<file path="src/rtl/cms_pkg.sv">
package cms_pkg;

    typedef enum logic [1:0] {
        OP_WBINV = 2'b00,
        OP_INV   = 2'b01,
        OP_LINE  = 2'b10,
        OP_NOP   = 2'b11
    } cms_op_e;

    typedef enum logic [2:0] {
        S_IDLE,
        S_SCAN,
        S_WB,
        S_BUS,
        S_DONE
    } cms_state_e;

endpackage

</file>
<file path="src/rtl/cms_cmd_reg.sv">
module cms_cmd_reg
    import cms_pkg::*;
#(
    parameter int ADDR_W = 12
) (
    input  logic              clk,
    input  logic              rst_n,
    input  logic              load,
    input  logic [1:0]        op_in,
    input  logic [ADDR_W-1:0] addr_in,
    input  logic              tid_in,
    output cms_op_e           op_q,
    output logic [ADDR_W-1:0] addr_q,
    output logic              tid_q
);

    always_ff @(posedge clk or negedge rst_n) begin
        if (!rst_n) begin
            op_q   <= OP_NOP;
            addr_q <= '0;
            tid_q  <= 1'b0;
        end else if (load) begin
            op_q   <= cms_op_e'(op_in);
            addr_q <= addr_in;
            tid_q  <= tid_in;
        end
    end

endmodule

</file>
<file path="src/rtl/cms_scan_ctr.sv">
module cms_scan_ctr #(
    parameter int IDX_W = 5
) (
    input  logic             clk,
    input  logic             rst_n,
    input  logic             load,
    input  logic [IDX_W-1:0] load_val,
    input  logic             inc,
    output logic [IDX_W-1:0] idx
);

    always_ff @(posedge clk or negedge rst_n) begin
        if (!rst_n) begin
            idx <= '0;
        end else if (load) begin
            idx <= load_val;
        end else if (inc) begin
            idx <= idx + 1'b1;
        end
    end

endmodule

</file>
<file path="src/rtl/cms_tag_cmp.sv">
module cms_tag_cmp #(
    parameter int TAG_W = 4
) (
    input  logic             ent_valid,
    input  logic [TAG_W-1:0] ent_tag,
    input  logic [TAG_W-1:0] want_tag,
    output logic             hit
);

    always_comb begin
        hit = ent_valid && (ent_tag == want_tag);
    end

endmodule

</file>
<file path="src/rtl/cache_maint_seq.sv">
module cache_maint_seq
    import cms_pkg::*;
#(
    parameter int ADDR_W = 12,
    parameter int OFF_W  = 4,
    parameter int SETS   = 16,
    parameter int WAYS   = 2,
    localparam int SET_W = $clog2(SETS),
    localparam int WAY_W = (WAYS > 1) ? $clog2(WAYS) : 1,
    localparam int TAG_W = ADDR_W - SET_W - OFF_W
) (
    input  logic              clk,
    input  logic              rst_n,
    input  logic              cmd_valid,
    output logic              cmd_ready,
    input  logic [1:0]        cmd_op,
    input  logic [ADDR_W-1:0] cmd_addr,
    input  logic              cmd_tid,
    output logic [1:0]        stall,
    output logic [SET_W-1:0]  arr_set,
    output logic [WAY_W-1:0]  arr_way,
    input  logic              arr_rd_valid,
    input  logic              arr_rd_dirty,
    input  logic [TAG_W-1:0]  arr_rd_tag,
    output logic              arr_clr_en,
    output logic              mem_req,
    output logic [ADDR_W-1:0] mem_addr,
    input  logic              mem_ack,
    output logic              bus_req,
    output logic [1:0]        bus_kind,
    output logic [ADDR_W-1:0] bus_addr,
    input  logic              bus_ack,
    output logic              done,
    output logic              done_tid
);

    localparam int ENTRIES = SETS * WAYS;
    localparam int IDX_W   = SET_W + WAY_W;
    localparam logic [ADDR_W-1:0] LINE_MASK = ~((ADDR_W'(1) << OFF_W) - 1'b1);

    cms_state_e        state_q, state_d;
    cms_op_e           op_q;
    logic [ADDR_W-1:0] addr_q;
    logic              tid_q;
    logic [IDX_W-1:0]  idx;
    logic [IDX_W-1:0]  idx_start;
    logic              ctr_load, ctr_inc;
    logic              accept;
    logic              is_full;
    logic              hit;
    logic              need_wb;
    logic              last_ent, last_way;
    logic [SET_W-1:0]  req_set;
    logic [TAG_W-1:0]  req_tag;

    // command capture
    cms_cmd_reg #(.ADDR_W(ADDR_W)) u_cmd (
        .clk     (clk),
        .rst_n   (rst_n),
        .load    (accept),
        .op_in   (cmd_op),
        .addr_in (cmd_addr),
        .tid_in  (cmd_tid),
        .op_q    (op_q),
        .addr_q  (addr_q),
        .tid_q   (tid_q)
    );

    // a line flush starts at way 0 of its set, a full command at entry 0
    always_comb begin
        if (cms_op_e'(cmd_op) == OP_LINE) begin
            idx_start = {cmd_addr[OFF_W +: SET_W], WAY_W'(0)};
        end else begin
            idx_start = '0;
        end
    end

    cms_scan_ctr #(.IDX_W(IDX_W)) u_ctr (
        .clk      (clk),
        .rst_n    (rst_n),
        .load     (ctr_load),
        .load_val (idx_start),
        .inc      (ctr_inc),
        .idx      (idx)
    );

    assign arr_set = idx[IDX_W-1 -: SET_W];
    assign arr_way = idx[WAY_W-1:0];
    assign req_set = addr_q[OFF_W +: SET_W];
    assign req_tag = addr_q[ADDR_W-1 -: TAG_W];

    cms_tag_cmp #(.TAG_W(TAG_W)) u_cmp (
        .ent_valid (arr_rd_valid && (arr_set == req_set)),
        .ent_tag   (arr_rd_tag),
        .want_tag  (req_tag),
        .hit       (hit)
    );

    always_comb begin
        is_full  = (op_q == OP_WBINV) || (op_q == OP_INV);
        last_ent = (idx == IDX_W'(ENTRIES - 1));
        last_way = (arr_way == WAY_W'(WAYS - 1));
        need_wb  = ((op_q == OP_WBINV) && arr_rd_valid && arr_rd_dirty) ||
                   ((op_q == OP_LINE) && hit && arr_rd_dirty);
        accept   = (state_q == S_IDLE) && cmd_valid;
    end

    // state register
    always_ff @(posedge clk or negedge rst_n) begin
        if (!rst_n) begin
            state_q <= S_IDLE;
        end else begin
            state_q <= state_d;
        end
    end

    // next state and scan control
    always_comb begin
        state_d  = state_q;
        ctr_load = 1'b0;
        ctr_inc  = 1'b0;
        unique case (state_q)
            S_IDLE: begin
                if (cmd_valid) begin
                    ctr_load = 1'b1;
                    state_d  = (cms_op_e'(cmd_op) == OP_NOP) ? S_DONE : S_SCAN;
                end
            end
            S_SCAN: begin
                if (need_wb) begin
                    state_d = S_WB;
                end else if (is_full) begin
                    if (last_ent) state_d = S_BUS;
                    else          ctr_inc = 1'b1;
                end else if (hit || last_way) begin
                    state_d = S_BUS;
                end else begin
                    ctr_inc = 1'b1;
                end
            end
            S_WB: begin
                if (mem_ack) begin
                    if (is_full && !last_ent) begin
                        ctr_inc = 1'b1;
                        state_d = S_SCAN;
                    end else begin
                        state_d = S_BUS;
                    end
                end
            end
            S_BUS: begin
                if (bus_ack) state_d = S_DONE;
            end
            S_DONE: begin
                state_d = S_IDLE;
            end
            default: state_d = S_IDLE;
        endcase
    end

    // outputs
    always_comb begin
        cmd_ready  = (state_q == S_IDLE);
        stall      = (is_full && ((state_q == S_SCAN) || (state_q == S_WB) ||
                                  (state_q == S_BUS))) ? 2'b11 : 2'b00;
        arr_clr_en = ((state_q == S_SCAN) && !need_wb && arr_rd_valid && (is_full || hit)) ||
                     ((state_q == S_WB) && mem_ack);
        mem_req    = (state_q == S_WB);
        mem_addr   = {arr_rd_tag, arr_set, OFF_W'(0)};
        bus_req    = (state_q == S_BUS);
        bus_kind   = op_q;
        bus_addr   = (op_q == OP_LINE) ? (addr_q & LINE_MASK) : '0;
        done       = (state_q == S_DONE);
        done_tid   = tid_q;
    end

endmodule

</file>
<file path="config.mk">
export PLATFORM = sky130hd
export DESIGN_NAME = cache_maint_seq
export DESIGN_NICKNAME = d
export VERILOG_FILES = /design/src/rtl/cms_pkg.sv /design/src/rtl/cms_cmd_reg.sv /design/src/rtl/cms_scan_ctr.sv /design/src/rtl/cms_tag_cmp.sv /design/src/rtl/cache_maint_seq.sv
export SDC_FILE = /design/constraint.sdc
export NUM_CORES = 1
export LEC_CHECK = 0
export ABC_AREA = 1
export BUFFER_PORTS_ARGS = -buffer_cell sky130_fd_sc_hd__buf_2
export CAP_MARGIN = 5
export CORE_AREA = 3 3 56 64
export CTS_CLUSTER_DIAMETER = 100
export CTS_CLUSTER_SIZE = 10
export DETAILED_ROUTE_END_ITERATION = 6
export DIE_AREA = 0 0 59 67
export MAX_ROUTING_LAYER = met4
export PLACE_DENSITY = 0.84
export SLEW_MARGIN = 20
export SYNTH_ARGS = -nofsm -noshare
export SYNTH_HDL_FRONTEND = slang
export SYNTH_SLANG_ARGS = --single-unit
</file>
<file path="constraint.sdc">
create_clock -name clk -period 3.3 [get_ports clk]
set_clock_uncertainty 0.05 [all_clocks]
set_input_delay 0 -clock clk [delete_from_list [all_inputs] [get_ports clk]]
set_output_delay 0 -clock clk [all_outputs]
set_load 0.01 [all_outputs]
</file>
=== Word level (Yosys, flattened, before mapping) ===
Index checks and enable logic that the tools add are counted.

* $add $sub $neg: 1
* Equal/unequal tests: 16
* Muxes and demuxes: 24
* Reduce and logical (&&, ||, !) cells: 26

{| class="wikitable"
|+ Operators by type and width
! kind !! count
|-
| 3-bit 2-to-1 mux || 8
|-
| 5-bit 2-to-1 mux || 3
|-
| 1-bit logical AND || 13
|-
| 12-bit 2-to-1 mux || 1
|-
| 3-bit one-hot mux with 4 select lines || 1
|-
| 4-bit equality test || 2
|-
| 1-bit 2-to-1 mux || 8
|-
| 4-bit != test (second input constant) || 2
|-
| 1-bit logical OR || 7
|-
| 2-bit equality test (second input constant) || 3
|-
| 3-bit by 2-bit equality test with 1-bit output (second input constant) || 2
|-
| 5-bit by 1-bit adder with 5-bit output (second input constant) || 1
|-
| 5-bit equality test (second input constant) || 1
|-
| 5-bit AND reduction || 1
|-
| 2-bit 2-to-1 mux || 2
|-
| 2-bit by 1-bit != test with 1-bit output (second input constant) || 2
|-
| 3-bit by 1-bit equality test with 1-bit output (second input constant) || 1
|-
| 3-bit equality test (second input constant) || 1
|-
| 3-bit logical NOT || 1
|-
| 2-bit by 1-bit equality test with 1-bit output (second input constant) || 1
|-
| 1-bit logical NOT || 2
|-
| 2-bit logical NOT || 1
|-
| 2-bit != test (second input constant) || 1
|-
| 1-bit one-hot mux with 2 select lines || 1
|-
| 2-bit nonzero test || 1
|}

* Register bits after elaboration: 23
* Input bits: 26
* Output and inout bits: 39
* Logic and storage cells: 72

=== Longest topological paths before layout ===
Gate-level depths: netlist of the first run.

* Depth after elaboration: 11
* Gate-level depth with buffers: 12
* Gate-level depth less buffers: 12

=== Cells and area by module ===
A second synthesis of the first run with hierarchy kept.

* Cells, all modules: 230
* Area, all modules: 1606.5 sq um

{| class="wikitable"
|+ By module, submodules not included
! module !! instances !! cells an instance !! area an instance (sq um) !! sequential area each (sq um)
|-
| cache_maint_seq || 1 || 111 || 629.4 || 75.1
|-
| cms_cmd_reg || 1 || 64 || 610.6 || 377.9
|-
| cms_scan_ctr || 1 || 35 || 280.3 || 125.1
|-
| cms_tag_cmp || 1 || 20 || 86.3 || 0.0
|}

=== Worst setup path after synthesis of the first run ===
Ideal clock, no wire load.

* Path type: reg2reg
* Start: register u_ctr.idx[1]
* End: register u_ctr.idx[2]
* Setup time: 117 ps
* Arrival: 1437 ps
* Data required time: 3133 ps
* Setup slack: 1696 ps
* Cell stages (with the launch flop): 11
* Buffers on the path: 0
* Clock period less this slack: 1604 ps
* Cells stage by stage: dfrtp_1 > ha_1 > nand2_1 > nor2_1 > ha_1 > nor2_1 > nand3_1 > nand3_2 > nor2_2 > nand2_1 > nand2_1

* Longest elaborated chain between the ends: 9
* Elaborated cells on any way between the ends: 21
* Classes of those cells: 1 x add/sub; 2 x eq/ne; 9 x mux; 9 x reduce/logical

{| class="wikitable"
|+ RTL lines
! item !! RTL line !! source
|-
| from (decl) || cms_scan_ctr.sv:9 || <nowiki>output logic [IDX_W-1:0] idx</nowiki>
|-
| from (signal assigned) || cms_scan_ctr.sv:16 || <nowiki>idx <= load_val;</nowiki>
|-
| from (signal assigned) || cms_scan_ctr.sv:18 || <nowiki>idx <= idx + 1'b1;</nowiki>
|-
| 4-bit equality test || cache_maint_seq.sv:93 || <nowiki>.ent_valid (arr_rd_valid && (arr_set == req_set)),</nowiki>
|-
| 1-bit logical AND || cache_maint_seq.sv:93 ||
|-
| 1-bit logical AND || cms_tag_cmp.sv:11 || <nowiki>hit = ent_valid && (ent_tag == want_tag);</nowiki>
|-
| 1-bit logical OR or 1-bit logical AND (tied branches) || cache_maint_seq.sv:135, cache_maint_seq.sv:104 ||
|-
| 1-bit 2-to-1 mux or 1-bit logical AND (tied branches) || cache_maint_seq.sv:135, cache_maint_seq.sv:104 ||
|-
| 1-bit 2-to-1 mux or 1-bit logical OR (tied branches) || cache_maint_seq.sv:132, cache_maint_seq.sv:103 ||
|-
| 1-bit 2-to-1 mux || cache_maint_seq.sv:130 || <nowiki>if (need_wb) begin</nowiki>
|-
| 1-bit one-hot mux with 2 select lines || cache_maint_seq.sv:122 || <nowiki>unique case (state_q)</nowiki>
|-
| 2-bit nonzero test (no source line) || -- ||
|}

Several ways; a longest one is shown, not always the timed one. The select of a mux whose other input is x is not followed.
A chain may end at the register's enable or synchronous reset.

=== Final worst setup path of the first run ===
Ends and elaborated chain as after synthesis.

==> summary.txt, run 1 <==
Worst setup path
  • Critical R2R Capture: u_ctr.idx[2]
  • Slack of the worst reg-to-reg path: around 1.5 ns
  • Slowest cell on crit path: dfrtp_1
  • Critical path class: reg -> reg
  • Worst path max stage delay: between 0.4 and 0.5 ns
  • CP Max Fanout: 7
  • Required time worst endpoint: roughly 3.5 ns
  • Setup crit end kind: flop
  • RR Startpoint: u_ctr.idx[1]
  • Most common cell on crit path: nand2_1
  • Worst Setup Start Kind: flop
  • Worst reg2reg path depth: 10
  • Critical Path AT: around 1.9 ns
  • Worst path cell trace: ha_1, nand2_1, nor2_1, ha_1, nor2_1, nand3_1, nand3_2, nor2_2, nand2_1, nand2_1

Layout
  • Final nets: roughly 270
  • Non-filler cells, final: 278
  • Fraction of layout cells with a size suffix above 1: 30.3%
  • Fin util: between 50% and 60%
  • Area Growth Syn to Fin: 25.4%
  • ANT cells: 0

Yosys
  • Synth cell count leaders: nand2_1, inv_1, buf_4, dfrtp_1
  • Synth Instances: around 190
  • EDFF count, synth: 0
  • Synth area leaders: dfrtp_1, nand2_1, buf_4
  • Most frequent cell after synthesis: nand2_1
  • Synth warn: 0
  • Mapped Avg Cell Area: 7.11 µm²
  • Synth Flop Type: dfrtp_1
  • Unique masters post-synth: 29
  • Seq/Total Area, Yosys: 35.7%
  • Synthesis-stage register bit count: 19
  • Synth top area share: a little under a third
  • Ys async rst share: 100%
  • Cell taking the most area after synthesis: dfrtp_1
  • Synth Cell Area: between 1000 and 1500 µm²

GRT
  • Antenna violations before repair: 0
  • Largest net degree at the start of global routing: 22
  • Gr ovfl total: 0
  • First-pass GRT wire length: about 5200 µm
  • Vias in the first global route: approximately 1200
  • Gr usage total: around 18%

Place
  • I/O Buffers: between 50 and 60
  • Hpwl dp: ~2400 µm
  • Placed cell count: roughly 260
  • Gpl congestion: roughly 0.80

CTS
  • CTS tree: done
  • H-tree depth: 1
  • Sink Count: 19
  • Cts bufs inserted: 3
  • Clk slew on worst S/H paths: around 0.11 ns
  • Root Driver: clkbuf_4
  • Setup Fix Bufs, Post-CTS: 0
  • Worst-Skew Late Latency: a little under 0.3 ns
  • Maximum clock path buffer count: 2

Min path
  • Worst hold start: mem_ack
  • Hold Path Class: in -> reg
  • Worst Hold Path Cells: 4
  • Worst Hold End: state_q[1]

Routing
  • Vias: around 1300
  • WL per Instance: 11.4 µm
  • ANT nets after route: 0
  • Post-detailed-routing wire length: approximately 3200 µm
  • Via-per-instance ratio: approximately 4.8
  • TritonRoute pass-1 iters: 4
  • Initial drt markers: 81
  • # DRC: 0

Floorplan
  • I/O Pins: 65
  • Core area: between 2000 and 3000 µm²
  • Die Y-Extent: approximately 67 µm
  • Die area: between 3000 and 4000 µm²
  • Starting Density: 44.7%
  • Row count: 21
  • Die width: between 50 and 60 µm

STA
  • Period minus WS final: ~1.8 ns
  • Unrepaired setup endpoints after global routing: false
  • Final hold violations: 0
  • Fmax: roughly 560 MHz
  • Final TNS setup: 0 ns
  • Final Cycle Share: 54.4%
  • Final Max Tran Viols: 0
  • Hold_ws: about 0.011 ns
  • Endpoints failing setup: 0

Run status
  • Status: completed

Power
  • Peak VDD IR: between 0.6 and 0.7 mV
  • Power density over the cells: roughly 860 nW/µm²
  • Leak pwr: approximately 0.96 nW
  • Power Total: roughly 0.0014 W

Flow run
  • Max_cap viols: 0
-- placed cells by master, fill, tap and decap left out, types with 3 or more instances in the layout --
master and instances:
nand2_1 59, buf_2 52, inv_1 19, dfrtp_1 17, nor2_1 15, o21ai_0 15, dlygate4sd3_1 13, conb_1 8
inv_2 6, nand3_1 5, xnor2_1 4, nor2_2 3, o21ai_1 3, clkbuf_4 3
-- through the flow --
stage / setup WS (ns) / instance area (µm²)
after floorplan: 1.70 / 1360
after global placement: 1.60 / 1520
after detailed placement: 1.53 / 1520
after CTS: 1.51 / 1680
after global routing: 1.29 / 1680
final: 1.50 / 1680
-- worst max-delay path by stage --
stage | from | end | slack (ns) | depth (start not counted)
6_report | u_ctr.idx[1] | u_ctr.idx[2] | 1.50 | 10
5_1_grt | u_ctr.idx[1] | u_ctr.idx[2] | 1.29 | 10
4_1_cts | u_ctr.idx[1] | u_ctr.idx[2] | 1.51 | 10
3_5_place_dp | u_ctr.idx[1] | u_ctr.idx[2] | 1.53 | 10
3_3_place_gp | u_ctr.idx[1] | u_ctr.idx[1] | 1.60 | 10
2_1_floorplan | u_ctr.idx[1] | u_ctr.idx[2] | 1.70 | 10
-- report_power, final --
group | internal, W | switching, W
registers | 0.000352 | 0.000111
clock network | 0.0000469 | 0.0000692
logic | 0.000327 | 0.000530
-- area by class of cell --
cell class              count  area, µm²
flip-flops and latches     19        478
multi-input cells         131        646
well taps                  34       42.5
clock buffers               4       26.3
repair buffers             65        390
fillers                   319       1320
inverters                  25       93.8
-- flip-flops by register name, indices dropped and copies added (netlist names) --
register	count
u_cmd.addr_q	8
state_q	3
u_cmd.tid_q	1
u_ctr.idx	5
u_cmd.op_q	2
-- cell families (layout without fill, tap and decap cells) --
| family | Yosys count | in the layout | synth area share [%] |
|---|---|---|---|
| AOI/OAI and AO/OA | 24 | 24 | 10.1 |
| xor gates and xnor gates | 5 | 5 | 3.27 |
| adders and majority gates | 2 | 2 | 1.87 |
| buffers and inverters | 45 | 94 | 18.0 |
| other | 1 | 8 | 0.280 |
| and+or+nand+nor | 92 | 92 | 30.8 |
| DFF | 19 | 19 | 35.7 |
-- layer usage --
layer	share of wire [%]	track usage, %	wire length, µm	vias to the layer above
met5	0	-	0	-
met4	0.85	5.38	27	0
met3	7.4	1.94	235	2
met2	51	30.8	1630	59
met1	40	20.7	1280	590
li1	-	-	-	671
-- critical path: cells and delay by family, from the launching register on --
family	cells	cell delay, ns
AND/OR/NAND/NOR	8	0.75
flip-flops	1	0.46
adder cells (fa/ha/maj)	2	0.44
-- timing repair --
action / in CTS / in global routing
hold buffers: 13 / 0
gates resized for setup: 0 / 0
hold endpoints to repair: 31 / 0
Note: power is estimated with default switching activity, not from simulation.
==> run 2: changes to the inputs <==
--- a/config.mk
+++ b/config.mk
@@ -5,16 +5,16 @@
 export SDC_FILE = /design/constraint.sdc
 export NUM_CORES = 1
 export LEC_CHECK = 0
-export ABC_AREA = 1
+export ABC_AREA = 0
 export BUFFER_PORTS_ARGS = -buffer_cell sky130_fd_sc_hd__buf_2
 export CAP_MARGIN = 5
-export CORE_AREA = 3 3 56 64
+export CORE_AREA = 3 3 59 66
 export CTS_CLUSTER_DIAMETER = 100
 export CTS_CLUSTER_SIZE = 10
 export DETAILED_ROUTE_END_ITERATION = 6
-export DIE_AREA = 0 0 59 67
+export DIE_AREA = 0 0 62 69
 export MAX_ROUTING_LAYER = met4
-export PLACE_DENSITY = 0.84
+export PLACE_DENSITY = 0.81
 export SLEW_MARGIN = 20
 export SYNTH_ARGS = -nofsm -noshare
 export SYNTH_HDL_FRONTEND = slang
==> constraint.sdc (replaced) <==
create_clock -name clk -period 1.55 [get_ports clk]
set_clock_uncertainty 0.05 [all_clocks]
set_input_delay 0 -clock clk [delete_from_list [all_inputs] [get_ports clk]]
set_output_delay 0 -clock clk [all_outputs]
set_load 0.01 [all_outputs]
==> run 2 against run 1 <==
The flow now finishes with violations (setup timing). Clock power increased by 140%. Worst hold slack improved by 0.031 ns. Setup slack worse by 1.9 ns. Wire length increased by 40%. Via count up 2.1%. Sequential power is 120% higher. Core utilization increased by 8.6 points. Synthesized cell count decreased by 27%. Count of clock-buffer cells in the layout did not move. Flip-flop and latch count is the same. Critical path type is now reg -> out. Sequential share of layout area fell by 6.2 points. Register-to-register slack got worse by 1.9 ns. Highest routed layer unchanged.
==> summary.txt, run 2 <==
Min path
  • Worst hold start: cmd_valid
  • Worst Hold End: u_ctr.idx[0]
  • Worst Hold Path Cells: 3 (-1)
  • Hold Path Class: in -> reg

STA
  • Period minus WS final: ~1.9 ns
  • Endpoints failing setup: 16 (+16)
  • Final Cycle Share: 123%
  • Unrepaired setup endpoints after global routing: true
  • Worst setup margin: -0.359 ns (-1.86 ns)
  • Final TNS setup: -2.57 ns (-2.57 ns)
  • Final hold violations: 0 (unchanged)
  • Final Max Tran Viols: 0 (unchanged)
  • Hold_ws: 0.0423 ns (+0.0308 ns)
  • Fmax: roughly 520 MHz

Yosys
  • Synth Flop Type: dfrtp_1
  • Cell taking the most area after synthesis: dfrtp_1
  • Synth cell count leaders: buf_4, dfrtp_1, mux2_2, nand2_1
  • Synth top area share: 31.8% (about the same)
  • Synth Cell Area: 1340 µm² (about the same)
  • Synth Instances: 137 (-27%)
  • Synthesis-stage register bit count: 19 (unchanged)
  • Synth area leaders: dfrtp_1, buf_4, mux2_2
  • Seq/Total Area, Yosys: 35.8% (about the same)
  • Synth warn: 0 (unchanged)
  • Ys async rst share: 100% (unchanged)
  • Unique masters post-synth: 42 (+45%)
  • Mapped Avg Cell Area: 9.75 µm² (+37%)
  • EDFF count, synth: 0 (unchanged)

Worst setup path
  • Critical path class: reg -> out
  • Critical R2R Capture: u_ctr.idx[1]
  • Worst Setup Start Kind: flop
  • CP Max Fanout: 2 (-5)
  • RR Startpoint: u_ctr.idx[1]
  • Critical Path AT: 1.86 ns (-0.08 ns)
  • Slowest cell on crit path: dfrtp_2
  • Cell family with the largest share of critical-path delay: flip-flops
  • Setup crit end kind: primary output
  • Most common cell on crit path: nand4_1
  • Required time worst endpoint: 1.50 ns (-1.95 ns)
  • Worst path cell trace: buf_6, xnor2_2, nand4_1, o31ai_2, buf_4, nand4_1, nand2_1, buf_2
  • Worst path max stage delay: 0.45 ns (about the same)
  • Slack of the worst reg-to-reg path: -0.36 ns (-1.86 ns)
  • Crit path buf inv count: 3 (+3)
  • Worst reg2reg path depth: 9 (-1)

GRT
  • First-pass GRT wire length: 6720 µm (+29%)
  • Gr ovfl total: 0 (unchanged)
  • Met2 Track Usage GR: 37.1% (+6.3 points)
  • Antenna violations before repair: 0 (unchanged)
  • Largest net degree at the start of global routing: 20 (-9.1%)
  • Busiest layer in global routing: met2
  • Vias in the first global route: 1422 (+17%)
  • M3 GR Usage: 2.62% (+0.68 points)
  • GR Util met1: 25.3% (+4.5 points)
  • Gr usage total: 21.3% (+3.8 points)

Routing
  • Via-per-instance ratio: 4.91 (+3.2%)
  • ANT nets after route: 0 (unchanged)
  • Vias: 1350 (+2.1%)
  • TritonRoute pass-1 iters: 4 (unchanged)
  • Initial drt markers: 45 (-44%)
  • WL per Instance: 16.1 µm (+41%)
  • Post-detailed-routing wire length: 4430 µm (+40%)
  • # DRC: 0 (unchanged)

Layout
  • Area taken by multi-input logic gates: 856 µm² (+33%)
  • Area Growth Syn to Fin: 60.9%
  • Final nets: 256 (-6.2%)
  • Top Registers: u_cmd.addr_q: 8 flops, u_ctr.idx: 5 flops, state_q: 3 flops
  • Register area: 480 µm² (+0.52%)
  • Non-filler cells, final: 275 (-1.1%)
  • ANT cells: 0 (unchanged)
  • Most flops, register: u_cmd.addr_q
  • Commonest non-fill, non-tap cell in the layout: buf_2
  • Fraction of layout cells with a size suffix above 1: 60.8% (+30 points)
  • Commonest non-fill, non-tap cells in the layout: buf_2, buf_4, dfrtp_1
  • FILL cells: 254 (-20%)
  • Largest register FFs: 8 (unchanged)

Floorplan
  • Core area: 3330 µm² (+11%)
  • Die area: 4280 µm² (+8.2%)
  • Die Y-Extent: 69 µm (+3.0%)
  • I/O Pins: 65 (unchanged)
  • Starting Density: 40.1% (-4.5 points)
  • Die width: 62 µm (+5.1%)
  • Row count: 22 (+4.8%)

CTS
  • Sink Count: 19 (unchanged)
  • Maximum clock path buffer count: 2 (unchanged)
  • CTS tree: done
  • Root Driver: clkbuf_4
  • Clk slew on worst S/H paths: 0.11 ns (about the same)
  • Worst-Skew Late Latency: 0.32 ns (+0.03 ns)
  • H-tree depth: 1 (unchanged)
  • Cts bufs inserted: 3 (unchanged)

Place
  • I/O Buffers: 52 (unchanged)
  • Placed cell count: 254 (-2.7%)
  • Gpl congestion: 0.915 (+14%)
  • Hpwl dp: 2700 µm (+10%)

Run status
  • Failing checks: setup timing
  • Status: complete, but fails checks

Power
  • Leak pwr: 1.04 nW (+8.3%)
  • Sequential share of power: 23.1% (-9.1 points)
  • Peak VDD IR: 1.10 mV (+66%)
  • Clock share of power: 6.2% (-1.9 points)
  • Switch Pwr: 0.00184 W (+160%)
  • Comb pwr share: 70.7% (+11 points)
  • Power density over the cells: 2070 nW/µm² (+140%)
  • Internal Power: 0.00261 W (+260%)
  • Switch share: 41.3% (-8.1 points)

Flow run
  • Max_cap viols: 0 (unchanged)
## run 2: cell count changes after synthesis, sizes merged, moves of 3 or more
cell   before  now
nor2       19    8
mux2i       0    3
nand2      60   11
and2        0    9
xnor2       4    9
a21oi       0    4
o21ai      19    4
mux2        0   11
inv        25    2
## run 2: worst register-to-register path, delay by kind of cell, from the launching register on
| kind | cells | cell delay (ns) |
|---|---|---|
| DFF | 1 | 0.45 |
| and+or+nand+nor | 3 | 0.33 |
| adders and majority gates | 2 | 0.32 |
| AOI/OAI and AO/OA | 4 | 0.65 |
## run 2: layer usage
layer | part of all wire, % | up-vias
met5 | 0 | -
met1 | 37 | 648
met2 | 56 | 61
met3 | 5.3 | 8
li1 | - | 633
met4 | 2.4 | 0
## run 2: cell families after synthesis
group / after synthesis / synth area share, %
adders and majority gates: 2 / 1.87
muxes: 14 / 11.5
and+or+nand+nor: 49 / 20.5
buffers and inverters: 23 / 13.2
other: 1 / 0.281
DFF: 19 / 35.8
AOI/OAI and AO/OA: 20 / 11.0
xor gates and xnor gates: 9 / 5.90
## run 2: final cells by class
cell class,count,area share [%]
Multi-Input combinational cell,102,39.8
Tap cell,48,2.79
Clock buffer,4,1.22
Timing Repair Buffer,100,33.5
Inverter,2,0.349
Sequential cell,19,22.4
## run 2: worst max-delay path by stage
stage / startpoint / to / cells past startpoint
after global routing: u_ctr.idx[1] / arr_clr_en / 8
final: u_ctr.idx[1] / arr_clr_en / 8
after floorplan: u_ctr.idx[1] / u_ctr.idx[1] / 9
after detailed placement: u_ctr.idx[1] / u_ctr.idx[4] / 9
after global placement: u_ctr.idx[1] / u_ctr.idx[1] / 7
after CTS: u_ctr.idx[1] / arr_clr_en / 8
## run 2: repair_timing
action                                  in CTS  in global routing
endpoints found under the setup margin      27                 28
setup buffers                                5                  0
resized for setup                           19                 17
hold buffers                                12                  0
pin swaps                                   14                  4
hold endpoints to repair                    35                  0
## run 2: metrics by stage
stage | util (%) | total power, W | setup WS (ns) | area, µm²
4_1_cts | 62.1 | 0.00410 | -0.375 | 2070
3_3_place_gp | 54.1 | 0.00343 | -0.317 | 1800
6_report | 64.5 | 0.00444 | -0.359 | 2150
2_1_floorplan | - | 0.00255 | -0.358 | 1420
3_5_place_dp | 54.1 | 0.00349 | -0.369 | 1800
5_1_grt | 64.5 | 0.00472 | -0.506 | 2150
## run 2: power groups by stage
stage	Combinational, W	Sequential, W	Clock [W]
3_5_place_dp	0.00248	0.00101	0
2_1_floorplan	0.00149	0.00105	0
5_1_grt	0.00337	0.00106	0.000297
3_3_place_gp	0.00244	0.000994	0
4_1_cts	0.00283	0.000999	0.000270
6_report	0.00314	0.00103	0.000274
==> run 3: changes to the inputs <==
--- a/config.mk
+++ b/config.mk
@@ -5,7 +5,6 @@
 export SDC_FILE = /design/constraint.sdc
 export NUM_CORES = 1
 export LEC_CHECK = 0
-export ABC_AREA = 0
 export BUFFER_PORTS_ARGS = -buffer_cell sky130_fd_sc_hd__buf_2
 export CAP_MARGIN = 5
 export CORE_AREA = 3 3 59 66
@@ -14,7 +13,7 @@
 export DETAILED_ROUTE_END_ITERATION = 6
 export DIE_AREA = 0 0 62 69
 export MAX_ROUTING_LAYER = met4
-export PLACE_DENSITY = 0.81
+export PLACE_DENSITY_LB_ADDON = 0.12
 export SLEW_MARGIN = 20
 export SYNTH_ARGS = -nofsm -noshare
 export SYNTH_HDL_FRONTEND = slang
==> run 3 against run 2 <==
Combinational power decreased by 5%. Clock power fell by 2%. The run still ends with setup timing left. Highest routed layer unchanged. Cell area fell by 1.4%.
==> summary.txt, run 3 (synthesis results as in run 2) <==
Run status
  • Status: complete, but fails checks
  • Failing checks: setup timing

STA
  • Endpoints failing setup: 16 (unchanged)
  • Final Cycle Share: 124% (+0.85 points)
  • Worst setup margin: -0.373 ns (-0.0132 ns)
  • Unrepaired setup endpoints after global routing: true
  • Fmax: 520 MHz (-0.69%)
  • Final hold violations: 0 (unchanged)
  • Final Max Tran Viols: 0 (unchanged)
  • Period minus WS final: 1.92 ns (+0.0132 ns)

Worst setup path
  • Required time worst endpoint: 1.70 ns (+0.20 ns)
  • Critical path class: reg -> reg
  • Critical Path AT: 2.08 ns (+0.22 ns)
  • Setup crit end kind: flop
  • Slowest cell on crit path: dfrtp_2
  • Worst path max stage delay: 0.46 ns (about the same)
  • Critical R2R Capture: u_ctr.idx[1]
  • Slack of the worst reg-to-reg path: -0.37 ns (about the same)
  • Worst Setup EP: u_ctr.idx[1]
  • RR Startpoint: u_ctr.idx[1]
  • CP Max Fanout: 4 (+2)
  • Worst Setup Start Kind: flop
  • Most common cell on crit path: ha_4
  • Worst path cell trace: ha_4, and3_4, ha_4, nor2_4, o21ai_2, o21a_2, o21ai_4, nor2_1, a221o_1
  • Worst reg2reg path depth: 9 (unchanged)
  • Worst Setup SP: u_ctr.idx[1]

Floorplan
  • Row count: 22 (unchanged)
  • I/O Pins: 65 (unchanged)
  • Die Y-Extent: 69 µm (unchanged)
  • Die width: 62 µm (unchanged)
  • Core area: 3330 µm² (unchanged)
  • Starting Density: 40.1% (unchanged)
  • Die area: 4280 µm² (unchanged)

Power
  • Peak VDD IR: 0.852 mV (-23%)
  • Leak pwr: 1.03 nW (-1.2%)
  • Power density over the cells: 2010 nW/µm² (-2.6%)

CTS
  • Maximum clock path buffer count: 2 (unchanged)
  • Sink Count: 19 (unchanged)
  • H-tree depth: 1 (unchanged)
  • Cts bufs inserted: 3 (unchanged)
  • Worst-Skew Late Latency: 0.31 ns (about the same)
  • Clk slew on worst S/H paths: 0.11 ns (about the same)
  • CTS tree: done
  • Root Driver: clkbuf_4

Layout
  • Top Registers: u_cmd.addr_q: 8 flops, u_ctr.idx: 5 flops, state_q: 3 flops
  • Final nets: 256 (unchanged)
  • Largest register FFs: 8 (unchanged)
  • Area Growth Syn to Fin: 58.6%
  • Commonest non-fill, non-tap cells in the layout: buf_2, buf_4, dfrtp_1
  • Commonest non-fill, non-tap cell in the layout: buf_2
  • Most flops, register: u_cmd.addr_q
  • Post-route design area: 2120 µm² (-1.4%)
  • Fraction of layout cells with a size suffix above 1: 59.9% (-0.88 points)
  • ANT cells: 0 (unchanged)

GRT
  • Vias in the first global route: 1330 (-6.5%)
  • Gr ovfl total: 0 (unchanged)
  • Gr usage total: 18.8% (-2.5 points)
  • Largest net degree at the start of global routing: 20 (unchanged)
  • Antenna violations before repair: 0 (unchanged)
  • First-pass GRT wire length: 5980 µm (-11%)

Routing
  • Vias: 1308 (-3.1%)
  • Initial drt markers: 37 (-18%)
  • Via-per-instance ratio: 4.76 (-3.1%)
  • Post-detailed-routing wire length: 3800 µm (-14%)
  • ANT nets after route: 0 (unchanged)
  • WL per Instance: 13.8 µm (-14%)
  • # DRC: 0 (unchanged)
  • TritonRoute pass-1 iters: 4 (unchanged)

Place
  • I/O Buffers: 52 (unchanged)
  • Gpl congestion: 0.825 (-9.9%)
  • Worst slack at placement: -0.402 ns (-0.0334 ns)
  • Hpwl dp: 2880 µm (+6.6%)
  • DP Area: 1820 µm² (+0.83%)

Min path
  • Worst Hold Path Cells: 4 (+1)
  • Hold Path Class: in -> reg

Flow run
  • Max_cap viols: 0 (unchanged)
[run 3: worst max-delay path: cells and delay by family (launching register included)]
family,cells,cell delay (ns)
flops,1,0.46
fa+ha+maj,2,0.33
compound gates,4,0.64
simple gates,3,0.33
[run 3: how the worst min path moves through the flow]
| stage | start | endpoint | slack, ns |
|---|---|---|---|
| after floorplan | rst_n | state_q[0] | -0.35 |
| after global placement | rst_n | u_cmd.tid_q | -0.08 |
| after detailed placement | rst_n | u_cmd.addr_q[4] | -0.07 |
| after CTS | bus_ack | state_q[2] | 0.08 |
| after global routing | rst_n | u_cmd.tid_q | 0.14 |
| final | bus_ack | state_q[2] | 0.08 |
[run 3: layout make-up]
cell class,instances,area [µm²]
Tap cell,48,60.1
Timing Repair Buffer,100,708
Inverter,2,7.51
Clock buffer,4,26.3
Fill cell,290,1210
Sequential cell,19,482
Multi-Input combinational cell,102,836
[run 3: layer usage]
layer	global-route usage [%]	vias to the layer above	routed length (µm)
li1	-	633	-
met1	22.1	619	1450
met2	32.3	50	2100
met3	2.43	6	204
met4	5.42	0	42
met5	-	-	0
[run 3: power breakdown]
part,internal (W),switching [W],total (W)
registers,0.000770,0.000259,0.00103
clock network,0.000101,0.000167,0.000268
logic,0.00168,0.00129,0.00297
total,0.00255,0.00171,0.00427
[run 3: repair_timing]
action / 4_1_cts / 5_1_grt
endpoints found under the hold margin: 35 / 0
pin swaps: 15 / 0
hold buffers: 12 / 0
endpoints found under the setup margin: 27 / 26
gates cloned: 0 / 0
gates resized for setup: 20 / 9
buffers inserted: 2 / 1
[run 3: metrics by stage]
| step | utilization [%] | total power (W) | setup TNS, ns | hold slack (ns) | std cells |
|---|---|---|---|---|---|
| detailed placement | 54.5 | 0.00356 | -2.50 | -0.0727 | 256 |
| floorplan | - | 0.00255 | -1.37 | -0.346 | 144 |
| CTS | 62.1 | 0.00417 | -2.68 | 0.0791 | 274 |
| global placement | 54.5 | 0.00350 | -1.83 | -0.0781 | 256 |
| finish | 63.6 | 0.00427 | -2.90 | 0.0814 | 275 |
| global route | 63.6 | 0.00458 | -4.03 | 0.140 | 275 |
